==> src/rtl/ecc_err_log.sv <==
module ecc_err_log #(
  parameter int ADDR_W  = 32,
  parameter int SLICE_W = 8
) (
  input  logic               clk,
  input  logic               rst_n,
  input  logic               err_single,
  input  logic               err_double,
  input  logic               scrub_src,
  input  logic               prim_master,
  input  logic               bus_read,
  input  logic [ADDR_W-1:0]  bus_addr,
  input  logic               reg_wr,
  input  logic [1:0]         reg_addr,
  input  logic [7:0]         reg_wdata,
  output logic [7:0]         reg_rdata,
  input  logic               mirror_clr_in,
  output logic               mirror_clr_out
);
  localparam int SLICE_LSB = ADDR_W - SLICE_W;

  logic              valid_q, rd_q, scr_q, alt_q, dbl_q;
  logic [ADDR_W-1:0] addr_q;
  logic              any_err, local_clr, clr, capture;
  logic [7:0]        status;

  assign any_err        = err_single | err_double;
  assign local_clr      = reg_wr && (reg_addr == 2'd0) && reg_wdata[0];
  assign clr            = local_clr | mirror_clr_in;
  assign capture        = any_err && (!valid_q || clr);
  assign mirror_clr_out = local_clr;
  assign status         = {3'b000, dbl_q, alt_q, scr_q, rd_q, valid_q};

  always_ff @(posedge clk) begin
    if (!rst_n) begin
      valid_q <= 1'b0;
      rd_q    <= 1'b0;
      scr_q   <= 1'b0;
      alt_q   <= 1'b0;
      dbl_q   <= 1'b0;
      addr_q  <= '0;
    end else if (capture) begin
      valid_q <= 1'b1;
      rd_q    <= bus_read;
      scr_q   <= scrub_src;
      alt_q   <= ~prim_master;
      dbl_q   <= err_double;
      addr_q  <= bus_addr;
    end else if (clr) begin
      valid_q <= 1'b0;
    end
  end

  always_comb begin
    case (reg_addr)
      2'd0:    reg_rdata = status;
      2'd1:    reg_rdata = addr_q[ADDR_W-1:SLICE_LSB];
      default: reg_rdata = 8'h00;
    endcase
  end

  assert_frozen_R2: assert property (@(posedge clk) disable iff (!rst_n)
    (valid_q && !clr) |=> (valid_q && $stable(status) && $stable(addr_q)));

  assert_set_by_error_R3: assert property (@(posedge clk) disable iff (!rst_n)
    $rose(valid_q) |-> $past(any_err));

  assert_clear_by_w1c_R3: assert property (@(posedge clk) disable iff (!rst_n)
    $fell(valid_q) |-> $past(reg_wr && reg_wdata[0] || mirror_clr_in));

  assert_clear_and_error_R10: assert property (@(posedge clk) disable iff (!rst_n)
    (clr && any_err) |=> (valid_q && addr_q[ADDR_W-1:SLICE_LSB] == $past(bus_addr[ADDR_W-1:SLICE_LSB])));

  assert_double_kind_R11: assert property (@(posedge clk) disable iff (!rst_n)
    (err_double && (!valid_q || clr)) |=> dbl_q);

  assert_empty_capture_R1: assert property (@(posedge clk) disable iff (!rst_n)
    (!valid_q && any_err) |=> valid_q);
endmodule

==> config.mk <==
export PLATFORM = sky130hd
export DESIGN_NAME = ecc_err_log
export DESIGN_NICKNAME = d
export VERILOG_FILES = /design/src/rtl/ecc_err_log.sv
export SDC_FILE = /design/constraint.sdc
export NUM_CORES = 1
export LEC_CHECK = 0
export BUFFER_PORTS_ARGS = -buffer_cell sky130_fd_sc_hd__buf_2
export CAP_MARGIN = 20
export CORE_ASPECT_RATIO = 1.25
export CORE_MARGIN = 1
export CORE_UTILIZATION = 35
export DETAILED_ROUTE_END_ITERATION = 16
export PLACE_DENSITY = 0.69
export SYNTH_ARGS = -nofsm -noshare
export SYNTH_HDL_FRONTEND = slang
export SYNTH_SLANG_ARGS = --single-unit
==> constraint.sdc <==
create_clock -name clk -period 1.5 [get_ports clk]
set_input_delay 0.375 -clock clk [delete_from_list [all_inputs] [get_ports clk]]
set_output_delay 0.375 -clock clk [all_outputs]
set_load 0.01 [all_outputs]
==> results.md, run 1 <==
* Outcome: finished, final reports clean
* FMAX at 0.688 GHz
* Clock Sinks at 13
* Dpl hpwl at 1.57 mm
* Cell chain of the critical path: buf_4, nor4bb_4, buf_2
* Die W at 47.4 um
* Slew margin rel. at 64.2%
* Layout cell share with drive strength beyond 1 at 34.1%
* Largest net degree at the start of global routing at 35
* Num ports at 60
* Most used DFF post-synth: dfxtp_1
* Grt ovf at 0
* Final WL at 2.20 mm
* TritonCTS clock tree: yes
* Ys Warns at 0
* Leading area contributor after synthesis: dfxtp_1
* Max Cap Viol at 0
* Met3 WL at 148 um
* Minimum clock period at 1.45 ns
* Area Growth Syn to Fin at 23.7%
* Root buf cell: clkbuf_4
* Later-pin clock latency in the skew report at 0.27 ns
* DR iter-0 viols at 33
* Max FO, Critical Path at 5
* TritonRoute pass-1 iters at 4
* Initial antenna violation count at 0
* Clk buf depth at 2
* First-pass GRT wire length at 3.80 mm
* CTS buffer count at 3
* Drt wl/cell at 13.1 um
* Seq cells post-synth at 13
* Fin. max-slew vios at 0
* # rows at 20
* Final ANT Viol Nets at 0
* Async set-or-reset flop fraction in the synthesized netlist at 0%
* Worst path max stage delay at 0.37 ns
* Design area at 1120 um2
* Pleak at 0.000548 uW
* Layout Nets at 187
* Hold Vio Cnt, Final at 0
* Worst Path Required at 1.12 ns
* Routability cong. at 0.782
* Synth top cells by count: 22 x nand2_1, 13 x dfxtp_1, 11 x a32oi_1, 10 x o211a_1
* H-Tree Depth at 1
* PortBufs at 28
* Synthesized Nets at 158
* Max VDD drop at 0.631 mV
* Worst path slowest cell: nor4bb_4
* DRC at 0
* Worst-Margin Slew at 0.537 ns
* Endpoints failing setup at 0
* Clock Skews at 0.00520 ns
* Seq/Total Area, Yosys at 28.8%
* RSZ-0062 raised after global routing: no
* Most frequent cell after synthesis: nand2_1
* Avg Inst Size Synth at 8.44 um2
* Worst hold path class: input pin to register
* Routed length on met1 at 939 um
* Ant diodes at 0
* Overall Global Routing Usage at 18.3%
* Starting Density at 37.2%
* Height of the die at 58.8 um
* Worst Path Arrival at 1.08 ns
* DR top layer: met3
* CORE AREA at 2430 um2
* Vias at 951
* Startpoint types: input pin
* Period utilization at 96.9%
* Area of the die at 2790 um2
* Synth top area share at 28.8%
* Clock transition at the registers of the reported paths at 0.08 ns
* Sum Neg Setup Slack at 0 ns
* Crit. End Element: output pin
* Yosys cell types at 22
* Pwr dens at 727 nW/um2
* Vias per cell at 5.66
* Area of the mapped netlist at 903 um2
* Synth Instances at 107
* Met2 routed WL at 1.11 mm
* Top cells by area, synth: dfxtp_1 29%, o211a_1 11%, a32oi_1 11%
* Critical path type: input pin to output pin
* Number of global-route vias before repair at 833
* Placed Area at 1080 um2
* EDFF count, synth at 0
==> per-stage QoR <==
step	hold slack, ns	instances	setup slack (ns)	power, uW	utilization, %
after floorplan	0.439	107	0.0543	528	-
after global placement	0.455	163	0.00771	593	44.4
after detailed placement	0.470	163	-0.0159	601	44.4
after CTS	0.431	167	0.0307	817	45.5
after global routing	0.440	168	0.00370	861	46.0
final	0.435	168	0.0472	812	46.0
==> cell usage in the layout (no fill, tap or decap), drive strengths merged <==
cell type / netlist / layout
inv: 3 / 3
o21a: 1 / 1
a32oi: 11 / 11
clkbuf: 7 / 4
o221a: 1 / 1
dfxtp: 13 / 13
nor2: 7 / 7
o211a: 10 / 10
mux2i: 5 / 5
o311ai: 11 / 11
nor2b: 1 / 1
and2: 4 / 4
nand2b: 1 / 1
nand2: 22 / 22
buf: 7 / 38
nor4bb: 1 / 1
a211oi: 1 / 1
o22ai: 1 / 1
==> flip-flops by register name, summed over array words and instances, names as in the netlist <==
signal	cells
addr_q	8
alt_q	1
dbl_q	1
rd_q	1
scr_q	1
valid_q	1
==> routing by layer <==
metal | GRT usage [%] | up-vias
li1 | - | 464
met4 | 2.45 | 0
met2 | 28.6 | 39
met3 | 3.68 | 0
met5 | 0 | -
met1 | 26.2 | 448
==> area by class of cell <==
class                           count  area, um2
Fill cell                         252       1310
Multi-Input combinational cell     77        561
Sequential cell                    13        260
Timing Repair Buffer               38        218
Tap cell                           33       41.3
Clock buffer                        4       26.3
Inverter                            3       11.3
==> what timing repair did <==
| item | CTS | global route |
|---|---|---|
| buffers inserted | 0 | 1 |
| hold buffers | 0 | 0 |
| setup endpoints to repair | 0 | 2 |
| resized for setup | 0 | 3 |
==> worst max-delay path: cells and delay by family <==
| kind | cells | cell delay, ns |
|---|---|---|
| buf+inv | 2 | 0.34 |
| simple gates | 1 | 0.37 |
==> worst paths after layout <==
kind	startpoint	to	slack, ns	cells past startpoint
worst min register to register	alt_q	alt_q	0.48	2
worst max register to register	valid_q	addr_q[28]	0.38	3
worst min-delay path	prim_master	alt_q	0.44	3
worst max-delay path	reg_addr[0]	mirror_clr_out	0.05	3
==> cell families (layout without fill, tap and decap cells) <==
logic type / after synthesis / after routing / synth area share (%)
buf+inv: 17 / 45 / 10.4
simple gates: 36 / 36 / 18.0
compound gates: 36 / 36 / 37.3
flops: 13 / 13 / 28.8
mux: 5 / 5 / 5.54
==> power by group <==
group	internal (uW)	leakage, uW	total, uW	switching [uW]
clock	103	0.0000150	217	114
combinational	94.2	0.000425	199	104
sequential	375	0.000108	397	21.3
Power figures use the tool's default switching activity.
==> run 2, diff against run 1 <==
- RECOVER_POWER: unset -> 25
==> run 2 against run 1 <==
Against the previous run: sequential share of layout area rose by 0.052 points; clock-buffer cell count unchanged; global-route usage stayed put; clock power about the same; die area unchanged; critical path depth unchanged; cell count is the same; first-iteration DRC count is 6.1% lower; critical endpoint unchanged.
==> results.md, run 2 (synthesis results as in run 1) <==
* Outcome: finished, final reports clean
* Clock Sinks at 13
* CTS buffer count at 3
* Clk buf depth at 2
* Vias at 942
* CORE AREA at 2430 um2
* Fillers at 253
* Dpl hpwl at 1.57 mm
* Largest net degree at the start of global routing at 35
* DRC at 0
* Later-pin clock latency in the skew report at 0.27 ns
* Internal power at 571 uW
* Root buf cell: clkbuf_4
* Worst Path Arrival at 1.07 ns
* Number of global-route vias before repair at 833
* Area Growth Syn to Fin at 23.4%
* Commonest cells after routing, fill and taps aside: 27 x buf_2, 22 x nand2_1, 13 x dfxtp_1, 11 x a32oi_1
* Clock share of power at 26.7%
* DR iter-0 viols at 31
* Crit. End Element: output pin
* Sequential share of power at 48.9%
* Minimum clock period at 1.45 ns
* R2r setup slk at 0.37 ns
* Grt ovf at 0
* Top reg by flops: addr_q
* Drt wl/cell at 13.1 um
* Post-CTS Hold Fix Bufs at 0
* Fin util at 45.9%
* Finished Layout Cells at 168
* Pleak at 0.000545 uW
* Critical path type: input pin to output pin
* Endpoints failing setup at 0
* P_sw at 239 uW
* Max Cap Viol at 0
* Height of the die at 58.8 um
* Routability cong. at 0.782
* Initial antenna violation count at 0
* FMAX at 0.690 GHz
* TritonCTS clock tree: yes
* # rows at 20
* PortBufs at 28
* Net Sw Frac at 29.5%
* Max FO, Critical Path at 5
* Placed insts at 163
* Num ports at 60
* R2R Path End: addr_q[28]
* H-Tree Depth at 1
* Placed Area at 1080 um2
* Startpoint types: input pin
* Clock Skews at 0.00377 ns
* Hold Vio Cnt, Final at 0
* Critical Path Sink: mirror_clr_out
* Starting Density at 37.2%
* Final WL at 2.20 mm
* Max FFs per register at 8
* Ant diodes at 0
* Clock transition at the registers of the reported paths at 0.08 ns
* Setup crit start: reg_addr[0]
* TritonRoute pass-1 iters at 4
* Worst hold path class: input pin to register
* Pwr dens at 727 nW/um2
* Worst Path Required at 1.12 ns
* Reg-to-reg startpoint: valid_q
* Die W at 47.4 um
* Worst-Margin Slew at 0.560 ns
* Vias per cell at 5.61
* Fin. max-slew vios at 0
* Fin Hold WS at 0.437 ns
* Commonest non-fill, non-tap cell in the layout: buf_2
* Logic pwr share at 24.4%
* Max VDD drop at 0.629 mV
* Period utilization at 96.7%
* Layout Nets at 187
* Area of the die at 2790 um2
* Final ANT Viol Nets at 0
* Design area at 1110 um2
* First-pass GRT wire length at 3.80 mm
* Slew margin rel. at 62.6%
* Overall Global Routing Usage at 18.3%
* RSZ-0062 raised after global routing: no
* Layout cell share with drive strength beyond 1 at 34.1%
* Worst reg-to-reg path cell count at 3
-- run 2: layout make-up --
| type | instances | area (um2) | share of cell area [%] |
|---|---|---|---|
| flip-flops and latches | 13 | 260 | 23.3 |
| well taps | 33 | 41.3 | 3.70 |
| inverters | 3 | 11.3 | 1.01 |
| clock buffers | 4 | 26.3 | 2.36 |
| multi-input cells | 77 | 561 | 50.3 |
| repair buffers | 38 | 215 | 19.3 |
-- run 2: critical path, cell delays in order --
cell	delay, ns
buf_4	0.14
nor4bb_4	0.36
buf_2	0.20
-- run 2: timing repair --
action                                  4_1_cts  5_1_grt
setup buffers                                 0        1
hold endpoints to repair                      0        0
gates resized for setup                       0        3
endpoints found under the setup margin        0        2
-- run 2: through the flow --
step	setup TNS, ns	power, uW	setup WS [ns]
floorplan	0	528	0.0543
detailed placement	-0.0159	601	-0.0159
global placement	0	593	0.00771
finish	0	811	0.0502
global route	0	859	0.00545
CTS	0	817	0.0307
-- run 2: worst min-delay path by stage --
stage | startpoint | to | slack, ns | cells after the start
4_1_cts | prim_master | alt_q | 0.43 | 3
6_report | prim_master | alt_q | 0.44 | 3
3_3_place_gp | alt_q | alt_q | 0.46 | 2
3_5_place_dp | alt_q | alt_q | 0.47 | 2
5_1_grt | prim_master | alt_q | 0.44 | 3
2_1_floorplan | alt_q | alt_q | 0.44 | 2
-- run 2: routing by layer --
layer	up-vias	part of all wire (%)	track usage, %
li1	467	-	-
met1	439	43	26.2
met2	36	51	28.6
met3	0	5.5	3.68
met4	0	0	2.45
met5	-	0	0
-- run 2: power groups by stage --
stage                     logic (uW)  clock network (uW)  registers, uW
after floorplan                  130                   0            398
after global placement           191                   0            402
after detailed placement         197                   0            404
after CTS                        198                 223            396
after global routing             219                 239            401
final                            198                 216            397
